==> config.mk <==
export PLATFORM = sky130hd
export DESIGN_NAME = xferCmdSeq
export DESIGN_NICKNAME = d
export VERILOG_FILES = /design/src/rtl/xfer_seq_pkg.sv /design/src/rtl/xferSeqDatapath.sv /design/src/rtl/xferSeqControl.sv /design/src/rtl/xferCmdSeq.sv
export SDC_FILE = /design/constraint.sdc
export NUM_CORES = 1
export LEC_CHECK = 0
export BUFFER_PORTS_ARGS = -buffer_cell sky130_fd_sc_hd__buf_2
export CORE_MARGIN = 1
export CORE_UTILIZATION = 55
export CTS_BUF_LIST = sky130_fd_sc_hd__clkbuf_8 sky130_fd_sc_hd__clkbuf_16
export DETAILED_ROUTE_END_ITERATION = 7
export PLACE_DENSITY = 0.82
export SLEW_MARGIN = 20
export SYNTH_ARGS = -nofsm -noshare
export SYNTH_HDL_FRONTEND = slang
export SYNTH_SLANG_ARGS = --single-unit
==> constraint.sdc <==
create_clock -name clk -period 4.7 [get_ports clk]
set_clock_uncertainty 0.2 [all_clocks]
set_input_delay 1.41 -clock clk [delete_from_list [all_inputs] [get_ports clk]]
set_output_delay 1.41 -clock clk [all_outputs]
set_load 0.02 [all_outputs]
==> src/rtl/xfer_seq_pkg.sv <==
package xfer_seq_pkg;

  localparam logic [5:0] IDX_RD_ONE  = 6'd17;
  localparam logic [5:0] IDX_RD_MANY = 6'd18;
  localparam logic [5:0] IDX_WR_ONE  = 6'd24;
  localparam logic [5:0] IDX_WR_MANY = 6'd25;
  localparam logic [5:0] IDX_SETCNT  = 6'd23;
  localparam logic [5:0] IDX_STOP    = 6'd12;

  typedef enum logic [2:0] {
    ST_IDLE, ST_PRESET, ST_XFER, ST_DATA, ST_STOP, ST_DONE, ST_ERR
  } seqState_t;

  typedef enum logic [1:0] {
    PH_XFER, PH_PRESET, PH_STOP
  } cmdPhase_t;

  // control -> datapath strobes
  typedef struct packed {
    logic      load;
    logic      countBlk;
    cmdPhase_t phase;
  } dpCtl_t;

  // datapath -> control status
  typedef struct packed {
    logic reject;     // combinational, from the pending request
    logic wantPreset; // combinational, from the pending request
    logic needStop;   // registered at load
    logic lastBlk;    // one block left
  } dpStat_t;

endpackage

==> src/rtl/xferSeqDatapath.sv <==
module xferSeqDatapath
  import xfer_seq_pkg::*;
#(
  parameter int ADDR_W = 40,  // at least 10
  parameter int CNT_W  = 16   // at most 32
) (
  input  logic              clk,
  input  logic              rstN,
  input  dpCtl_t            ctl,
  input  logic              reqWrite,
  input  logic [ADDR_W-1:0] reqByteAddr,
  input  logic [CNT_W-1:0]  reqBlocks,
  input  logic              sectorMode,
  input  logic              presetCount,
  input  logic              devSelected,
  output dpStat_t           stat,
  output logic [5:0]        cmdIndex,
  output logic [31:0]       cmdArg
);

  logic [31:0] byteArg, sectArg, cntArg;
  logic        byteOver, sectOver;

  // argument forms of the incoming address
  generate
    if (ADDR_W > 32) begin : g_byteWide
      assign byteArg  = reqByteAddr[31:0];
      assign byteOver = |reqByteAddr[ADDR_W-1:32];
    end else if (ADDR_W == 32) begin : g_byteExact
      assign byteArg  = reqByteAddr;
      assign byteOver = 1'b0;
    end else begin : g_byteNarrow
      assign byteArg  = {{(32-ADDR_W){1'b0}}, reqByteAddr};
      assign byteOver = 1'b0;
    end

    if (ADDR_W > 41) begin : g_sectWide
      assign sectArg  = reqByteAddr[40:9];
      assign sectOver = |reqByteAddr[ADDR_W-1:41];
    end else if (ADDR_W == 41) begin : g_sectExact
      assign sectArg  = reqByteAddr[40:9];
      assign sectOver = 1'b0;
    end else begin : g_sectNarrow
      assign sectArg  = {{(41-ADDR_W){1'b0}}, reqByteAddr[ADDR_W-1:9]};
      assign sectOver = 1'b0;
    end
  endgenerate

  logic misaligned, multiReq;
  assign misaligned = sectorMode & (|reqByteAddr[8:0]);
  assign multiReq   = (reqBlocks > CNT_W'(1));

  assign stat.reject = misaligned
                     | (sectorMode ? sectOver : byteOver)
                     | (reqBlocks == '0)
                     | (reqWrite & ~devSelected);
  assign stat.wantPreset = reqWrite & presetCount & multiReq;

  // per-request state
  logic              wrReg, multiReg, stopReg;
  logic [31:0]       argReg;
  logic [CNT_W-1:0]  cntReg, remain;

  always_ff @(posedge clk) begin
    if (!rstN) begin
      wrReg    <= 1'b0;
      multiReg <= 1'b0;
      stopReg  <= 1'b0;
      argReg   <= '0;
      cntReg   <= '0;
      remain   <= '0;
    end else if (ctl.load) begin
      wrReg    <= reqWrite;
      multiReg <= multiReq;
      stopReg  <= multiReq & ~(reqWrite & presetCount);
      argReg   <= sectorMode ? sectArg : byteArg;
      cntReg   <= reqBlocks;
      remain   <= reqBlocks;
    end else if (ctl.countBlk) begin
      remain   <= remain - CNT_W'(1);
    end
  end

  assign stat.needStop = stopReg;
  assign stat.lastBlk  = (remain == CNT_W'(1));

  generate
    if (CNT_W < 32) begin : g_cntPad
      assign cntArg = {{(32-CNT_W){1'b0}}, cntReg};
    end else begin : g_cntFull
      assign cntArg = cntReg[31:0];
    end
  endgenerate

  always_comb begin
    unique case (ctl.phase)
      PH_PRESET: begin cmdIndex = IDX_SETCNT; cmdArg = cntArg; end
      PH_STOP:   begin cmdIndex = IDX_STOP;   cmdArg = '0;     end
      default: begin
        cmdArg = argReg;
        if (wrReg) cmdIndex = multiReg ? IDX_WR_MANY : IDX_WR_ONE;
        else       cmdIndex = multiReg ? IDX_RD_MANY : IDX_RD_ONE;
      end
    endcase
  end

endmodule

==> src/rtl/xferSeqControl.sv <==
module xferSeqControl
  import xfer_seq_pkg::*;
(
  input  logic    clk,
  input  logic    rstN,
  input  logic    reqValid,
  input  logic    cmdReady,
  input  logic    blkDone,
  input  dpStat_t stat,
  output dpCtl_t  ctl,
  output logic    reqReady,
  output logic    cmdValid,
  output logic    done,
  output logic    error
);

  seqState_t state, nextState;

  always_ff @(posedge clk) begin
    if (!rstN) state <= ST_IDLE;
    else       state <= nextState;
  end

  always_comb begin
    nextState    = state;
    ctl.load     = 1'b0;
    ctl.countBlk = 1'b0;
    ctl.phase    = PH_XFER;
    cmdValid     = 1'b0;
    reqReady     = 1'b0;
    done         = 1'b0;
    error        = 1'b0;
    unique case (state)
      ST_IDLE: begin
        reqReady = 1'b1;
        if (reqValid) begin
          ctl.load = 1'b1;
          if (stat.reject)          nextState = ST_ERR;
          else if (stat.wantPreset) nextState = ST_PRESET;
          else                      nextState = ST_XFER;
        end
      end
      ST_PRESET: begin
        ctl.phase = PH_PRESET;
        cmdValid  = 1'b1;
        if (cmdReady) nextState = ST_XFER;
      end
      ST_XFER: begin
        cmdValid = 1'b1;
        if (cmdReady) begin
          nextState = ST_DATA;
          if (blkDone) begin
            ctl.countBlk = 1'b1;
            if (stat.lastBlk) nextState = stat.needStop ? ST_STOP : ST_DONE;
          end
        end
      end
      ST_DATA: begin
        if (blkDone) begin
          ctl.countBlk = 1'b1;
          if (stat.lastBlk) nextState = stat.needStop ? ST_STOP : ST_DONE;
        end
      end
      ST_STOP: begin
        ctl.phase = PH_STOP;
        cmdValid  = 1'b1;
        if (cmdReady) nextState = ST_DONE;
      end
      ST_DONE: begin
        done      = 1'b1;
        nextState = ST_IDLE;
      end
      ST_ERR: begin
        error     = 1'b1;
        nextState = ST_IDLE;
      end
      default: nextState = ST_IDLE;
    endcase
  end

endmodule

==> src/rtl/xferCmdSeq.sv <==
module xferCmdSeq
  import xfer_seq_pkg::*;
#(
  parameter int ADDR_W = 40,
  parameter int CNT_W  = 16
) (
  input  logic              clk,
  input  logic              rstN,
  input  logic              reqValid,
  output logic              reqReady,
  input  logic              reqWrite,
  input  logic [ADDR_W-1:0] reqByteAddr,
  input  logic [CNT_W-1:0]  reqBlocks,
  input  logic              sectorMode,
  input  logic              presetCount,
  input  logic              devSelected,
  output logic              cmdValid,
  input  logic              cmdReady,
  output logic [5:0]        cmdIndex,
  output logic [31:0]       cmdArg,
  input  logic              blkDone,
  output logic              done,
  output logic              error
);

  dpCtl_t  ctl;
  dpStat_t stat;

  xferSeqControl u_ctrl (
    .clk      (clk),
    .rstN     (rstN),
    .reqValid (reqValid),
    .cmdReady (cmdReady),
    .blkDone  (blkDone),
    .stat     (stat),
    .ctl      (ctl),
    .reqReady (reqReady),
    .cmdValid (cmdValid),
    .done     (done),
    .error    (error)
  );

  xferSeqDatapath #(.ADDR_W(ADDR_W), .CNT_W(CNT_W)) u_dp (
    .clk         (clk),
    .rstN        (rstN),
    .ctl         (ctl),
    .reqWrite    (reqWrite),
    .reqByteAddr (reqByteAddr),
    .reqBlocks   (reqBlocks),
    .sectorMode  (sectorMode),
    .presetCount (presetCount),
    .devSelected (devSelected),
    .stat        (stat),
    .cmdIndex    (cmdIndex),
    .cmdArg      (cmdArg)
  );

endmodule

### Word-level counts from Yosys, hierarchy flattened

Index checks and enable logic that the tools add are counted.

* logic and storage cells: 72
* register bits: 70
* input port bits: 65
* output and inout bits: 42

* order comparisons: 1
* reductions and logical operators: 7
* equality and inequality tests: 15
* bitwise operators: 10
* add/subtract/negate cells: 1
* multiplexer cells: 31

Operators with widths (number)
* $pmux W32 S2: 1
* $mux W16: 2
* $mux W32: 1
* $mux W3: 9
* $eq A16 B1 Y1 const B: 1
* $gt A16 B1 Y1 const B: 1
* $logic_not A16 Y1: 1
* $sub A16 B1 Y16 const B: 1
* $pmux W3 S5: 1
* $ne A2 B2 Y1 const B: 6
* $pmux W6 S2: 1
* $mux W1: 11
* $eq A3 B3 Y1 const B: 3
* $reduce_or A9 Y1: 1
* $reduce_or A8 Y1: 1
* $eq A3 B2 Y1 const B: 2
* $mux W6: 1
* $reduce_and A6 Y1: 1
* $and A1 B1 Y1: 5
* $mux W2: 2
* $pmux W2 S2: 1
* $eq A3 B1 Y1 const B: 1
* $logic_not A3 Y1: 1
* $or A1 B1 Y1: 3
* other kinds (6): 7

### Depth between registers and ports, before layout

* depth in word-level cells: 8
* depth in mapped cells: 8
* mapped depth without buffers: 7

### Hierarchy

A second synthesis with hierarchy kept.

* cell total of the unflattened synthesis: 469
* area, all modules: 3945.0 um^2

By module, submodules not included
* xferSeqDatapath: cells an instance 426, area an instance 3634.7 um^2, sequential area each 1341.3 um^2, times used 1
* xferSeqControl: cells an instance 43, area an instance 310.3 um^2, sequential area each 60.1 um^2, times used 1

### Least setup slack after synthesis

No wires, ideal clock.

* path type: reg2out
* start: register u_ctrl.state[0]
* end: output port cmdArg[0]
* buffers on the path: 2
* stages on the path, launching flop included: 6
* setup slack: 1.465 ns
* arrival time: 1.625 ns
* cells stage by stage: dfxtp_1 -> clkbuf_1 -> nor2_1 -> a21oi_1 -> clkbuf_1 -> a22o_1

* longest elaborated chain between the ends: 4

RTL lines
* start: declaration: line xferSeqControl.sv:17 `seqState_t state, nextState;`
* start signal: assignment: line xferSeqControl.sv:21 `else state <= nextState;`
* $eq A3 B3 Y1 or $eq A3 B1 Y1 (tied branches): line xferSeqControl.sv:33 `unique case (state)`
* $pmux W2 S2 *: line xferSeqControl.sv:33
* $eq A2 B2 Y1 or $eq A2 B1 Y1 (tied branches): line xferSeqDatapath.sv:96 `unique case (ctl.phase)`
* $pmux W32 S2 *: line xferSeqDatapath.sv:96
* end: declaration: line xferCmdSeq.sv:20 `output logic [31:0] cmdArg,`

Every way passes the cells marked *; elsewhere a longest branch is shown, timed or not.

### Worst setup path after layout

* start: register u_ctrl.state[0]
* end: output port cmdArg[4]

The elaborated chain is that of the path after synthesis.

==> metrics.txt <==
CTS H-tree lvls=3; critical path endpoint category=primary output; drt pass-1 iters=5; xor/xnor share of the synthesized area=0.00487; Total GRT Usage=0.291; sequential cell area fraction in the yosys report=0.390; P_leak=1.90 nW; vias post-DR=3,693; cell depth of the worst flop-to-flop path=5; Die Width=82.8 um; I/O Buffers=105; first-pass GRT wire length=16,100 um; count of different cell masters after synthesis=46; setup bufs post-CTS=0; startpoint types=flop; count of final setup violators=0; Setup WS pre-CTS=1.19 ns; syn_nets=505; RSZ-0062 raised after global routing=no; #FFs+latches synth=70; Syn Area/Cell=8.22 um2; Max-cap violations=0; Initial Utilization=0.569; post-synthesis cell area=0.00359 mm2; dpl cells=588; Overflow after GRT=0; Fin Setup TNS=0 ns; Finished Cell Area=0.00437 mm2; vias in the first global route=3,329; routability cong.=0.899; Final Max Slew Viols=0; Yosys warnings=0; Worst EP arrival=2.37 ns; clock sink count=70; Fin. Hold Viols=0; cts repair resizes=0; worst skew pair latency=0.35 ns; CTS tree=done; Chip Height=82.8 um; post-route ant nets=0; I/O pin total=107; crit path max fanout=33; final WL=9980 um; fill count=538; VDD IR-drop max=0.000410 V; Reg-to-Reg End=u_dp.remain[11]; root buf cell=clkbuf_8; mux contribution to synthesized area=0.0864; CTS max path bufs=2; Syn-to-layout area delta=21.7%; Slew headroom=0.477; hold_buf cts=0; number of antenna cells inserted=0; Wirelength per Cell=16.5 um; Reg-to-Reg Start=u_ctrl.state[1]; post-DP HPWL=6970 um; total CTS buffers=9; initial antenna violation count=0; end of the critical path=cmdArg[4]; Compound-Gate Fraction of Synth Area=0.246; critical path type=reg2out; Adder-Cell Fraction of Synth Area=0.0104; Final Cycle Share=0.846; worst min-delay path class=reg2reg; Via-to-Cell Ratio=6.11; DRC Markers=0; DIE AREA=0.00686 mm2; total core area=0.00631 mm2; fin cells=604; Final WS setup=0.725 ns; Final min period=3.98 ns; fmax=252 MHz; EDFF count, synth=0; Least-Margin Pin Slew=0.784 ns; Reg2Reg Setup Slack=1.94 ns; Final #Nets=590; share of flip-flops with an asynchronous set or reset=0; ys flop type=dfxtp_1; PwrDens=641 mW/mm2; largest family of logic cells by synthesized area=compound AO/OA/AOI/OAI gates; Synth Area in Simple Gates=0.214; worst setup path start=u_ctrl.state[0]; Worst Path Required=3.09 ns; dpl cell area=0.00413 mm2; largest net degree at the start of global routing=84; status=finished, final reports clean; share of cells above drive strength 1=0.260; CTS clk-pin slew, worst paths=0.08 ns; Iter 0 DRT Violations=284; row cnt=29; Mapped Cells=437
-- area by class of cell --
class	instances	area (um2)	share of cell area
clock buffers	9	124	0.0283
clock inverters	7	121	0.0278
inverters	8	30.0	0.00687
multi-input cells	323	2040	0.466
flip-flops and latches	70	1400	0.320
well taps	77	96.3	0.0220
repair buffers	110	563	0.129
-- worst min path at each step --
stage | startpoint | to | slack, ns | depth (start not counted)
floorplan | u_dp.argReg[31] | u_dp.argReg[31] | 0.23 | 2
global placement | u_dp.argReg[31] | u_dp.argReg[31] | 0.24 | 2
detailed placement | u_dp.cntReg[1] | u_dp.cntReg[1] | 0.25 | 2
CTS | u_dp.cntReg[1] | u_dp.cntReg[1] | 0.26 | 2
global route | u_dp.cntReg[1] | u_dp.cntReg[1] | 0.28 | 2
finish | u_dp.argReg[31] | u_dp.argReg[31] | 0.26 | 2
-- cell usage after synthesis, types with 8 or more instances --
| cell type | number | area share |
|---|---|---|
| nor2_1 | 46 | 0.048 |
| mux2i_1 | 31 | 0.086 |
| a22o_1 | 16 | 0.039 |
| and2_1 | 17 | 0.030 |
| dfxtp_1 | 70 | 0.39 |
| o21ai_0 | 16 | 0.022 |
| nand2_1 | 45 | 0.047 |
| nor3_1 | 9 | 0.013 |
| a21oi_1 | 32 | 0.045 |
| clkbuf_1 | 34 | 0.036 |
| a211oi_1 | 34 | 0.071 |
| inv_1 | 8 | 0.0084 |
| a31oi_1 | 9 | 0.016 |
| or4_1 | 8 | 0.017 |
-- per-layer routing --
metal,share of wire,up-vias,wire [um],track usage
li1,-,1766,-,-
met1,0.43,1736,4340,0.387
met2,0.46,155,4630,0.464
met3,0.075,36,749,0.0596
met4,0.026,0,263,0.118
met5,0,-,0,0
-- sequential cells by signal, summed over array words and instances, names as in the netlist --
| register | cells |
|---|---|
| u_ctrl.state | 3 |
| u_dp.argReg | 32 |
| u_dp.cntReg | 16 |
| u_dp.multiReg | 1 |
| u_dp.remain | 16 |
| u_dp.stopReg | 1 |
| u_dp.wrReg | 1 |
-- cell usage in the layout (no fill, tap or decap), drive strengths merged, types with 5 or more instances in the layout --
cell type / synthesis / layout
or4: 9 / 9
o21a: 6 / 6
a22o: 16 / 16
nor2: 46 / 46
a31oi: 9 / 9
a211oi: 34 / 34
o21ai: 16 / 16
dfxtp: 70 / 70
buf: 2 / 110
or3: 5 / 5
nand2: 45 / 45
a21oi: 32 / 32
and2: 17 / 17
clkbuf: 34 / 9
inv: 8 / 9
nor3: 9 / 9
nor4: 6 / 6
mux2i: 31 / 31
o211ai: 5 / 5
-- per-stage QoR --
stage	utilization	hold slack, ns	power [mW]
3_5_place_dp	0.654	0.251	2.19
4_1_cts	0.693	0.262	2.80
3_3_place_gp	0.654	0.238	2.16
2_1_floorplan	-	0.227	1.82
5_1_grt	0.693	0.281	2.98
6_report	0.693	0.259	2.80
-- critical path, stage by stage, from the launching register on --
cell and delay [ns]:
dfxtp_1 0.59, inv_1 0.21, nor3_2 0.18, buf_4 0.29
a21oi_2 0.06, buf_4 0.26, a22o_1 0.24, buf_2 0.16
-- power breakdown --
| part | total [mW] | leakage (nW) | internal (mW) | switching [mW] |
|---|---|---|---|---|
| clock network | 0.599 | 0.124 | 0.355 | 0.244 |
| logic | 1.30 | 1.20 | 0.468 | 0.836 |
| registers | 0.901 | 0.577 | 0.760 | 0.140 |
-- cell families (layout without fill, tap and decap cells) --
logic type,count (synthesis),in the layout
adder cells (fa/ha/maj),3,3
XOR/XNOR,2,2
buffers and inverters,44,134
AND/OR/NAND/NOR,156,156
other,1,1
multiplexers,31,31
flip-flops,70,70
AO/OA/AOI/OAI,130,130
Note: power is estimated with default switching activity, not from simulation.
